`src/rtl/dmx_pkg.sv`:
```
package dmx_pkg;
    typedef enum logic [1:0] {
        ST_IDLE = 2'd0,
        ST_LIT  = 2'd1,
        ST_DARK = 2'd2
    } scan_state_t;
endpackage

```
`src/rtl/dmx_scan_seq.sv`:
```
module dmx_scan_seq
    import dmx_pkg::*;
#(
    parameter int DIGITS = 4,
    parameter int COLS   = 5,
    parameter int SUBS   = 8,
    localparam int DW    = $clog2(DIGITS),
    localparam int CW    = $clog2(COLS),
    localparam int SW    = $clog2(SUBS)
) (
    input  logic          clk,
    input  logic          rst_n,
    input  logic [SW-1:0] bright,
    output scan_state_t   state,
    output logic [DW-1:0] digit,
    output logic [CW-1:0] col,
    output logic [SW-1:0] sub
);
    scan_state_t   state_n;
    logic [DW-1:0] digit_n;
    logic [CW-1:0] col_n;
    logic [SW-1:0] sub_n;
    logic [SW:0]   on_cnt;

    assign on_cnt = (SW+1)'(SUBS) - {1'b0, bright};

    always_ff @(posedge clk) begin
        if (!rst_n) begin
            state <= ST_IDLE;
            digit <= '0;
            col   <= '0;
            sub   <= '0;
        end else begin
            state <= state_n;
            digit <= digit_n;
            col   <= col_n;
            sub   <= sub_n;
        end
    end

    always_comb begin
        state_n = state;
        digit_n = digit;
        col_n   = col;
        sub_n   = sub;
        unique case (state)
            ST_IDLE: state_n = ST_LIT;
            ST_LIT, ST_DARK: begin
                if (sub == SW'(SUBS-1)) begin
                    sub_n = '0;
                    if (col == CW'(COLS-1)) begin
                        col_n   = '0;
                        digit_n = (digit == DW'(DIGITS-1)) ? '0 : digit + 1'b1;
                    end else begin
                        col_n = col + 1'b1;
                    end
                end else begin
                    sub_n = sub + 1'b1;
                end
                state_n = ({1'b0, sub_n} < on_cnt) ? ST_LIT : ST_DARK;
            end
            default: state_n = ST_IDLE;
        endcase
    end

    AST_SUB_WRAP: assert property (@(posedge clk) disable iff (!rst_n)
        (state != ST_IDLE && sub == SW'(SUBS-1)) |=> (sub == '0));
    AST_COL_HOLD: assert property (@(posedge clk) disable iff (!rst_n)
        (state != ST_IDLE && sub != SW'(SUBS-1)) |=> $stable(col) && $stable(digit));
    AST_SLOT_STARTS_LIT: assert property (@(posedge clk) disable iff (!rst_n)
        (state != ST_IDLE && sub == '0) |-> (state == ST_LIT));
endmodule

```
`src/rtl/dmx_pixel_mux.sv`:
```
module dmx_pixel_mux #(
    parameter int DIGITS = 4,
    parameter int COLS   = 5,
    parameter int ROWS   = 7,
    parameter int CODE_W = 7,
    localparam int DW    = $clog2(DIGITS),
    localparam int CW    = $clog2(COLS)
) (
    input  logic                     clk,
    input  logic                     rst_n,
    input  logic [DIGITS*CODE_W-1:0] char_codes,
    input  logic [DIGITS-1:0]        cursor_en,
    input  logic                     cursor_show,
    input  logic                     ext_func_dis,
    input  logic [DW-1:0]            digit,
    input  logic [CW-1:0]            col,
    input  logic [ROWS-1:0]          glyph_rows,
    output logic [CODE_W-1:0]        glyph_code,
    output logic [CW-1:0]            glyph_col,
    output logic [ROWS-1:0]          row_data
);
    logic cur_flag;
    logic use_cursor;

    always_comb begin
        glyph_code = '0;
        cur_flag   = 1'b0;
        for (int i = 0; i < DIGITS; i++) begin
            if (DW'(i) == digit) begin
                glyph_code = char_codes[i*CODE_W +: CODE_W];
                cur_flag   = cursor_en[i];
            end
        end
    end

    assign glyph_col  = col;
    assign use_cursor = cursor_show && cur_flag && !ext_func_dis;
    assign row_data   = use_cursor ? '1 : glyph_rows;

    AST_CURSOR_FULL: assert property (@(posedge clk) disable iff (!rst_n)
        (cursor_show && cur_flag && !ext_func_dis) |-> (&row_data));
    AST_GLYPH_PASS: assert property (@(posedge clk) disable iff (!rst_n)
        (!cursor_show || ext_func_dis) |-> (row_data == glyph_rows));
endmodule

```
`src/rtl/dmx_row_gate.sv`:
```
module dmx_row_gate
    import dmx_pkg::*;
#(
    parameter int DIGITS = 4,
    localparam int DW    = $clog2(DIGITS)
) (
    input  logic              clk,
    input  logic              rst_n,
    input  scan_state_t       state,
    input  logic [DW-1:0]     digit,
    input  logic [DIGITS-1:0] blank_exempt,
    input  logic              blank_in,
    input  logic              master_blank,
    input  logic              ext_func_dis,
    output logic              row_en
);
    logic exempt_bit;
    logic blank_req;

    always_comb begin
        exempt_bit = 1'b0;
        for (int i = 0; i < DIGITS; i++) begin
            if (DW'(i) == digit) exempt_bit = blank_exempt[i];
        end
    end

    assign blank_req = (blank_in || master_blank) && !(exempt_bit && !ext_func_dis);
    assign row_en    = (state == ST_LIT) && !blank_req;

    AST_DARK_OFF: assert property (@(posedge clk) disable iff (!rst_n)
        (state != ST_LIT) |-> !row_en);
    AST_EFD_BLANKS: assert property (@(posedge clk) disable iff (!rst_n)
        (ext_func_dis && (blank_in || master_blank)) |-> !row_en);
endmodule

```
`src/rtl/dmx_scan_ctrl.sv`:
```
module dmx_scan_ctrl
    import dmx_pkg::*;
#(
    parameter int DIGITS = 4,
    parameter int COLS   = 5,
    parameter int ROWS   = 7,
    parameter int CODE_W = 7,
    parameter int BR_W   = 3,
    localparam int SUBS  = 1 << BR_W,
    localparam int DW    = $clog2(DIGITS),
    localparam int CW    = $clog2(COLS),
    localparam int NSEL  = DIGITS * COLS
) (
    input  logic                     clk,
    input  logic                     rst_n,
    input  logic [DIGITS*CODE_W-1:0] char_codes,
    input  logic [DIGITS-1:0]        cursor_en,
    input  logic [DIGITS-1:0]        blank_exempt,
    input  logic [BR_W-1:0]          bright,
    input  logic                     master_blank,
    input  logic                     ext_func_dis,
    input  logic                     blank_in,
    input  logic                     cursor_show,
    input  logic [ROWS-1:0]          glyph_rows,
    output logic [CODE_W-1:0]        glyph_code,
    output logic [CW-1:0]            glyph_col,
    output logic [NSEL-1:0]          col_sel,
    output logic [ROWS-1:0]          row_data,
    output logic                     row_en
);
    scan_state_t     state;
    logic [DW-1:0]   digit;
    logic [CW-1:0]   col;
    logic [BR_W-1:0] sub;

    dmx_scan_seq #(.DIGITS(DIGITS), .COLS(COLS), .SUBS(SUBS)) u_seq (
        .clk(clk), .rst_n(rst_n), .bright(bright),
        .state(state), .digit(digit), .col(col), .sub(sub)
    );

    dmx_pixel_mux #(.DIGITS(DIGITS), .COLS(COLS), .ROWS(ROWS), .CODE_W(CODE_W)) u_mux (
        .clk(clk), .rst_n(rst_n), .char_codes(char_codes), .cursor_en(cursor_en),
        .cursor_show(cursor_show), .ext_func_dis(ext_func_dis),
        .digit(digit), .col(col), .glyph_rows(glyph_rows),
        .glyph_code(glyph_code), .glyph_col(glyph_col), .row_data(row_data)
    );

    dmx_row_gate #(.DIGITS(DIGITS)) u_gate (
        .clk(clk), .rst_n(rst_n), .state(state), .digit(digit),
        .blank_exempt(blank_exempt), .blank_in(blank_in),
        .master_blank(master_blank), .ext_func_dis(ext_func_dis), .row_en(row_en)
    );

    always_comb begin
        col_sel = '0;
        if (state != ST_IDLE) begin
            for (int d = 0; d < DIGITS; d++) begin
                for (int c = 0; c < COLS; c++) begin
                    if (DW'(d) == digit && CW'(c) == col) col_sel[d*COLS + c] = 1'b1;
                end
            end
        end
    end

    AST_COLSEL_ONEHOT: assert property (@(posedge clk) disable iff (!rst_n)
        (state != ST_IDLE) |-> $onehot(col_sel));
    AST_IDLE_QUIET: assert property (@(posedge clk) disable iff (!rst_n)
        (state == ST_IDLE) |-> (col_sel == '0 && !row_en));
    AST_EXEMPT_KEEPS: assert property (@(posedge clk) disable iff (!rst_n)
        (state == ST_LIT && !ext_func_dis && blank_exempt[digit]) |-> row_en);
endmodule

```
`config.mk`:
```
export PLATFORM = sky130hd
export DESIGN_NAME = dmx_scan_ctrl
export DESIGN_NICKNAME = d
export VERILOG_FILES = /design/src/rtl/dmx_pkg.sv /design/src/rtl/dmx_scan_seq.sv /design/src/rtl/dmx_pixel_mux.sv /design/src/rtl/dmx_row_gate.sv /design/src/rtl/dmx_scan_ctrl.sv
export SDC_FILE = /design/constraint.sdc
export NUM_CORES = 1
export LEC_CHECK = 0
export BUFFER_PORTS_ARGS = -buffer_cell sky130_fd_sc_hd__buf_2
export CORE_MARGIN = 4
export CORE_UTILIZATION = 44
export CTS_CLUSTER_DIAMETER = 40
export DETAILED_ROUTE_END_ITERATION = 6
export PLACE_DENSITY = 0.84
export RECOVER_POWER = 25
export SLEW_MARGIN = 5
export SYNTH_ARGS = -nofsm -noshare
export SYNTH_HDL_FRONTEND = slang
export SYNTH_SLANG_ARGS = --single-unit
```
`constraint.sdc`:
```
create_clock -name clk -period 4.2 [get_ports clk]
set_clock_uncertainty 0.15 [all_clocks]
set_input_delay 0.84 -clock clk [delete_from_list [all_inputs] [get_ports clk]]
set_output_delay 0.84 -clock clk [all_outputs]
set_load 0.02 [all_outputs]
```
After elaboration in Yosys (flattened, before gate mapping)
Index checks and enable logic that the tools add are counted.
- output and inout port bits: 38
- register bits: 10
- bits of input ports: 52
- word-level logic and storage cells: 97
- eq/ne operators: 12
- magnitude comparators: 1
- reduce and logical (&&, ||, !) cells: 36
- $add $sub $neg: 4
- mux-type cells: 40
- operators with widths (operator ; count):
    2-to-1 mux 7 bit ; 5
    2-to-1 mux 1 bit ; 28
    logical AND 1 bit ; 25
    2-to-1 mux 20 bit ; 1
    2-to-1 mux 3 bit ; 3
    adder 3 x 1 -> 3 bit (second input constant) ; 2
    == test 2 x 3 -> 1 bit (first input constant) ; 2
    == test 3 bit (second input constant) ; 2
    == test 2 bit (first input constant) ; 2
    == test 2 bit (second input constant) ; 2
    zero test 2 bit ; 2
    < comparator 3 x 4 -> 1 bit ; 1
    2-to-1 mux 2 bit ; 2
    case mux 2 bit (2 select lines) ; 1
    subtractor 4 x 3 -> 4 bit (first input constant) ; 1
    == test 1 x 3 -> 1 bit (first input constant) ; 1
    == test 3 bit (first input constant) ; 1
    zero test 1 bit ; 3
    zero test 3 bit ; 1
    AND reduction 3 bit ; 1
    adder 2 x 1 -> 2 bit (second input constant) ; 1
    == test 1 x 2 -> 1 bit (first input constant) ; 1
    == test 2 x 1 -> 1 bit (second input constant) ; 1
    AND reduction 2 bit ; 1
    other kinds (3) ; 3

Depth between registers and ports, before layout
Gate-level depths: netlist of run 1.
- word-level depth: 10
- depth in mapped cells: 7
- mapped depth without buffers: 7

By module
From an unflattened synthesis of run 1, not the netlist that was laid out.
- cell total of the unflattened synthesis: 130
- area total of the unflattened synthesis: 1192.4 um^2
- modules (own cells, without submodules) (module ; cells an instance ; area an instance (um^2) ; instances ; seq. area each (um^2)):
    dmx_scan_seq ; 64 ; 605.6 ; 1 ; 200.2
    dmx_pixel_mux ; 31 ; 336.6 ; 1 ; 0.0
    dmx_scan_ctrl ; 30 ; 207.7 ; 1 ; 0.0
    dmx_row_gate ; 5 ; 42.5 ; 1 ; 0.0

Worst setup path before layout of run 1
No wires, ideal clock.
- path kind: in2out
- from: input port ext_func_dis
- to: output port row_data[0]
- stages: 3
- required time: 3.210 ns
- data arrival time: 1.609 ns
- path slack: 1.601 ns
- buffers on the path: 0
- cell sequence: nor2_1 nand3_1 o21ai_0
- cells in the longest elaborated chain, start to end: 3
- ends and longest elaborated chain (what ; RTL line ; RTL):
    from (decl) ; dmx_scan_ctrl.sv:21 ; input logic ext_func_dis,
    zero test 1 bit ; dmx_pixel_mux.sv:37 ; assign use_cursor = cursor_show && cur_flag && !ext_func_dis;
    logical AND 1 bit ; dmx_pixel_mux.sv:37 ;
    2-to-1 mux 7 bit ; dmx_pixel_mux.sv:38 ; assign row_data = use_cursor ? '1 : glyph_rows;
    to (decl) ; dmx_scan_ctrl.sv:28 ; output logic [ROWS-1:0] row_data,
Every way passes these cells.

Final worst setup path of run 1
- from: register u_seq.digit[1]
- to: output port glyph_code[4]
- cells in the longest elaborated chain, start to end: 5
- elaborated cells on any way between the ends: 8
- those cells by class: eq/ne (3); mux (4); reduce/logical (1)
- ends and longest elaborated chain (what ; RTL line ; RTL):
    from (decl) ; dmx_scan_seq.sv:15 ; output logic [DW-1:0] digit,
    from (signal assigned) ; dmx_scan_seq.sv:35 ; digit <= digit_n;
    zero test 2 bit ; dmx_pixel_mux.sv:29 ; if (DW'(i) == digit) begin
    2-to-1 mux 7 bit (3 in a row) ; dmx_pixel_mux.sv:29 ;
    2-to-1 mux 7 bit * ; dmx_pixel_mux.sv:29 ;
    to (decl) ; dmx_scan_ctrl.sv:25 ; output logic [CODE_W-1:0] glyph_code,
Every way passes the cells marked *; elsewhere a longest branch is shown, timed or not.

==> results of run 1 <==
cells in the mapped netlist:
cell type	n	share of area, %
dfxtp_1	10	16
buf_6	2	1.9
nand4_1	2	1.0
a221oi_4	1	2.2
mux2i_1	5	4.1
nand2_1	15	4.6
nor3b_1	3	1.9
a221oi_1	8	5.8
a41o_1	1	0.82
inv_1	12	3.7
a31o_2	1	0.72
and3b_1	1	0.72
o2bb2ai_1	1	0.72
nor3_1	1	0.41
o21a_1	1	0.62
buf_2	2	0.82
clkbuf_1	5	1.5
a211oi_1	1	0.62
or3b_1	1	0.72
nor2b_1	14	7.2
o31ai_1	8	4.9
xor2_1	1	0.72
nand3b_1	1	0.62
a21boi_0	3	1.9
ha_1	17	17
nor2_1	24	7.4
nand3_1	3	1.2
o21ai_0	8	3.3
nand2b_1	6	3.1
and2_1	4	2.1
and4b_1	1	0.82
final timing paths:
check                              startpoint                        end  slack, ps  depth (start not counted)
setup / recovery  u_seq.digit[1]$_SDFFE_PN0P_              glyph_code[4]        850                          6
hold / removal      u_seq.sub[2]$_SDFFE_PN0N_  u_seq.sub[2]$_SDFFE_PN0N_        380                          2
hold reg to reg     u_seq.sub[2]$_SDFFE_PN0N_  u_seq.sub[2]$_SDFFE_PN0N_        380                          2
setup reg to reg    u_seq.state[0]$_SDFF_PN0_  u_seq.col[2]$_SDFFE_PN0P_       2360                          5
worst register-to-register path, delay by kind of cell (launching register included):
family,cells,cell delay (ps)
AND/OR/NAND/NOR,2,550
buffers and inverters,1,50
flip-flops,1,350
AO/OA/AOI/OAI,1,160
adder cells (fa/ha/maj),1,490
metal layers:
metal  wire [microns]  up-vias
met5                0        -
met3              432        2
met4               19        0
met2             1710       56
met1             1310      625
li1                 -      736
power groups by stage:
stage	sequential, uW	clock, uW	combinational [uW]
global placement	126	0	230
CTS	125	69.0	240
detailed placement	126	0	239
global route	126	73.9	264
floorplan	124	0	180
finish	125	65.0	236
kinds of logic (layout without fill, tap and decap cells):
family / after synthesis / after routing / share of synthesized area [%]
simple gates: 76 / 76 / 31.8
fa+ha+maj: 17 / 17 / 17.5
compound gates: 33 / 33 / 21.5
mux: 5 / 5 / 4.12
flops: 10 / 10 / 16.5
buf+inv: 21 / 104 / 7.92
xor+xnor: 1 / 1 / 0.720
layout by cell type, fill, tap and decap left out, drive strengths merged, types with 3 or more instances in the layout:
cell	netlist	layout
mux2i	5	5
o31ai	8	8
nand3	3	3
nand2b	6	6
o21ai	8	8
and2	4	4
dfxtp	10	10
nor3b	3	3
nor2	24	24
nor2b	14	14
nand2	15	15
clkbuf	5	6
a221oi	9	9
inv	12	12
ha	17	17
a21boi	3	3
buf	4	86
flip-flops by register name (all words and copies together), names as in the netlist:
signal,count
u_seq.col,3
u_seq.state,2
u_seq.sub,3
u_seq.digit,2
layout make-up:
| type | instances | area, sq um |
|---|---|---|
| Multi-Input combinational cell | 132 | 920 |
| Sequential cell | 10 | 200 |
| Clock buffer | 3 | 22.5 |
| Tap cell | 30 | 37.5 |
| Inverter | 12 | 45.0 |
| Fill cell | 245 | 878 |
| Timing Repair Buffer | 89 | 442 |
per-stage QoR:
step	total power [uW]	setup slack, ps	instance area [sq um]	cells
final	426	855	1670	276
after global routing	465	578	1670	276
after CTS	433	822	1670	276
after detailed placement	365	1120	1650	273
after global placement	357	1160	1650	273
after floorplan	305	1600	1220	163
==> results.ini, run 1 <==
[clock_network]
cts_tree=yes
root_buffer=clkbuf_4
clock-sinks=10
cts_buffer_depth=2
postCtsHoldBufs=0
cts_buffers=3
clk_latency_ps=260
clk_pin_slew_ps=60
cts_resized=0
post_cts_buffers=0
htree_levels=1

[power_and_ir_drop]
powerDensity_nw_per_um2=256
switching_share_pct=40.1
p_leak_uw=0.000850
p_seq_share_pct=29.3
p_int_uw=255
clock_power_share_pct=15.2
max-vdd-ir-drop_mv=0.272
p_sw_uw=171
power_frac_comb_pct=55.4

[logic_synthesis]
synth_cell_types=31
synth_area_sq_um=1220
seq_area_frac_synth_pct=16.5
ys_seq_elements=10
synth.avg_cell_area_sq_um=7.46
yosysWarnings=0
syn-num-nets=232
netlist_instances=163

[routing]
first_pass_iters=4
vias=1419
wl_mm=3.48
antenna_left=0
drtIter0Drc=81
viasPerCell=5.14
wire_per_inst_microns=12.6
drc=0

[layout]
final_core_util_pct=65.5
diodes=0
drive_gt1_share_pct=37.0
syn2layout_area_growth_pct=37.0
finalNetCount=317

[die]
rows=18
ios=90
start_util_pct=47.8
die_area_sq_um=3670
die_h_microns=60.6
coreArea_sq_um=2540
die_x_microns=60.6

[sta]
setup_viol=0
fin_setup_tns_ps=0
fin_crit_sh_pct=79.6
timing.hold.ws_ps=381
max_freq_ghz=0.299
hold_violations=0
fin_crit_ps=3350
worst_pin_slew_ps=681
relSlewSlack_pct=54.5
rsz0062_at_grt=no
maxSlewViolCount=0

[min_path]
hold_path_class=reg -> reg

[global_route]
use_met2_pct=33.7
grt_pass1_vias=1208
grt_use_met1_pct=19.2
antenna_found_initial=0
grt_pass1_wl_mm=5.08
gr-usage-all-layers_pct=17.6
grt_max_degree=22
grtUsageMet3_pct=5.11
grt-ovfl-total=0
busiest_layer=met2

[critical_path]
critPathMaxStageDelay_ps=600
cp_max_fo=13
critPathSlowestCell=nor2b_1
path_cells=inv_1 -> ha_1 -> nor2b_1 -> a221oi_1 -> o31ai_1 -> buf_2
crit_path_end_kind=output pin
critical_path_buf_inv_count=2
start_kind=flop
path_delay_family=simple AND/OR/NAND/NOR gates
crit_arrival_ps=2360
worstSetupPathType=reg -> out
cp.required_ps=3210

[place]
gp_congestion=0.742
port_buffers=89
dp_hpwl_mm=2.88

[run_status]
outcome=complete, no violations

[flow_run]
drv_cap=0

No activity file was read; power rests on OpenSTA's default activity.
==> inputs of run 2 (changes only) <==
--- a/config.mk
+++ b/config.mk
@@ -7,10 +7,10 @@
 export LEC_CHECK = 0
 export BUFFER_PORTS_ARGS = -buffer_cell sky130_fd_sc_hd__buf_2
 export CORE_MARGIN = 4
-export CORE_UTILIZATION = 44
+export CORE_UTILIZATION = 37
 export CTS_CLUSTER_DIAMETER = 40
 export DETAILED_ROUTE_END_ITERATION = 6
-export PLACE_DENSITY = 0.84
+export PLACE_DENSITY = 0.75
 export RECOVER_POWER = 25
 export SLEW_MARGIN = 5
 export SYNTH_ARGS = -nofsm -noshare
==> constraint.sdc (replaced) <==
create_clock -name clk -period 3 [get_ports clk]
set_clock_uncertainty 0.15 [all_clocks]
set_input_delay 0.6 -clock clk [delete_from_list [all_inputs] [get_ports clk]]
set_output_delay 0.6 -clock clk [all_outputs]
set_load 0.02 [all_outputs]
==> results.ini, run 2 (synthesis gave the netlist of run 1 again) <==
[run_status]
outcome=complete, no violations

[die]
die_h_microns=65.3
die_x_microns=65.3
ios=90
coreArea_sq_um=3100
rows=20
start_util_pct=39.2
die_area_sq_um=4270

[layout]
final_core_util_pct=55.4
finalNetCount=320
drive_gt1_share_pct=38.0
fillers=323
layout_common_cells=buf_2, nor2_1, ha_1
reg.largest.list=u_seq.col (3), u_seq.sub (3)
layout_commonest_cell=buf_2
syn2layout_area_growth_pct=41.5
diodes=0

[power_and_ir_drop]
p_leak_uw=0.000872
max-vdd-ir-drop_mv=0.351
powerDensity_nw_per_um2=362

[global_route]
grt_max_degree=22
gr-usage-all-layers_pct=15.6
grt_pass1_wl_mm=5.38
grt-ovfl-total=0
grt_pass1_vias=1245
antenna_found_initial=0

[critical_path]
start_kind=flop
rr_worst_depth=5
cp.required_ps=2250
crit_arrival_ps=1980
crit_path_end_kind=output pin
r2r_slack_ps=1170
worstSetupPathType=reg -> out
path_cells=inv_1 -> ha_1 -> nand2b_1 -> nand3_1 -> o21ai_0 -> buf_2
cp_max_fo=21
path_delay_family=adder cells
r2r_start=u_seq.state[0]$_SDFF_PN0_
critical_path_buf_inv_count=2
reg2reg_to=u_seq.col[2]$_SDFFE_PN0P_
critPathMaxStageDelay_ps=430
critPathSlowestCell=ha_1

[sta]
worst_pin_slew_ps=656
fin_crit_ps=2730
fin_setup_tns_ps=0
max_freq_ghz=0.366
setup_viol=0
relSlewSlack_pct=56.3
rsz0062_at_grt=no
hold_violations=0
fin_crit_sh_pct=91.0
maxSlewViolCount=0

[clock_network]
postCtsHoldBufs=0
clock-sinks=10
root_buffer=clkbuf_4
cts_buffer_depth=2
cts_tree=yes
clk_pin_slew_ps=70
clk_latency_ps=270
post_cts_buffers=0
cts_resized=0
htree_levels=1
cts_buffers=3

[min_path]
hold_path_class=reg -> reg
hp-start=u_seq.sub[1]$_SDFFE_PN0N_
whs_path_depth=2
hold_end=u_seq.sub[1]$_SDFFE_PN0N_

[routing]
drtIter0Drc=73
wl_mm=3.47
wire_per_inst_microns=11.8
antenna_left=0
vias=1432
first_pass_iters=4
drc=0
viasPerCell=4.87

[place]
gp_congestion=0.796
port_buffers=89
dp_hpwl_mm=2.92

[flow_run]
drv_cap=0

-- run 2: area by class of cell --
class | instances | area, sq um | share of cell area (%)
clock buffer | 4 | 36.3 | 2.11
inverter | 12 | 45.0 | 2.62
multi-input combinational | 132 | 920 | 53.5
sequential | 10 | 200 | 11.6
tap | 44 | 55.1 | 3.20
timing repair buffer | 92 | 464 | 27.0
-- run 2: how the worst max path moves through the flow --
stage	from	endpoint	slack (ps)	cells after the start
after global routing	u_seq.digit[0]$_SDFFE_PN0P_	row_data[0]	20	6
after global placement	u_seq.digit[0]$_SDFFE_PN0P_	glyph_code[3]	650	5
after CTS	u_seq.digit[0]$_SDFFE_PN0P_	glyph_code[3]	260	5
after detailed placement	u_seq.digit[0]$_SDFFE_PN0P_	glyph_code[3]	560	5
after floorplan	u_seq.digit[1]$_SDFFE_PN0P_	glyph_code[0]	660	6
final	u_seq.digit[0]$_SDFFE_PN0P_	row_data[0]	270	6
-- run 2: metrics by stage --
step / area (sq um) / power, uW / hold slack (ps) / std cells / setup WS (ps)
2_1_floorplan: 1220 / 426 / 337 / 163 / 662
3_3_place_gp: 1690 / 499 / 353 / 290 / 646
3_5_place_dp: 1690 / 506 / 365 / 290 / 559
4_1_cts: 1720 / 632 / 378 / 294 / 256
5_1_grt: 1720 / 676 / 398 / 294 / 22.6
6_report: 1720 / 622 / 373 / 294 / 271
-- run 2: report_power, final --
part | leakage (uW) | switching [uW] | internal (uW)
Clock | 0.0000210 | 49.8 | 73.8
Combinational | 0.000770 | 172 | 153
Sequential | 0.0000813 | 15.9 | 158
Total | 0.000872 | 237 | 385
-- run 2: tightest hold or removal path: cells and delay by family, from the launching register on --
| family | cells | cell delay [ps] |
|---|---|---|
| flops | 1 | 330 |
| mux | 1 | 60 |
| simple gates | 1 | 100 |
-- run 2: routing by layer --
metal / up-vias / wire (microns) / GRT usage (%)
li1: 740 / - / -
met1: 628 / 1290 / 18.4
met2: 60 / 1710 / 27.2
met3: 4 / 440 / 4.44
met4: 0 / 31 / 4.66
met5: - / 0 / 0
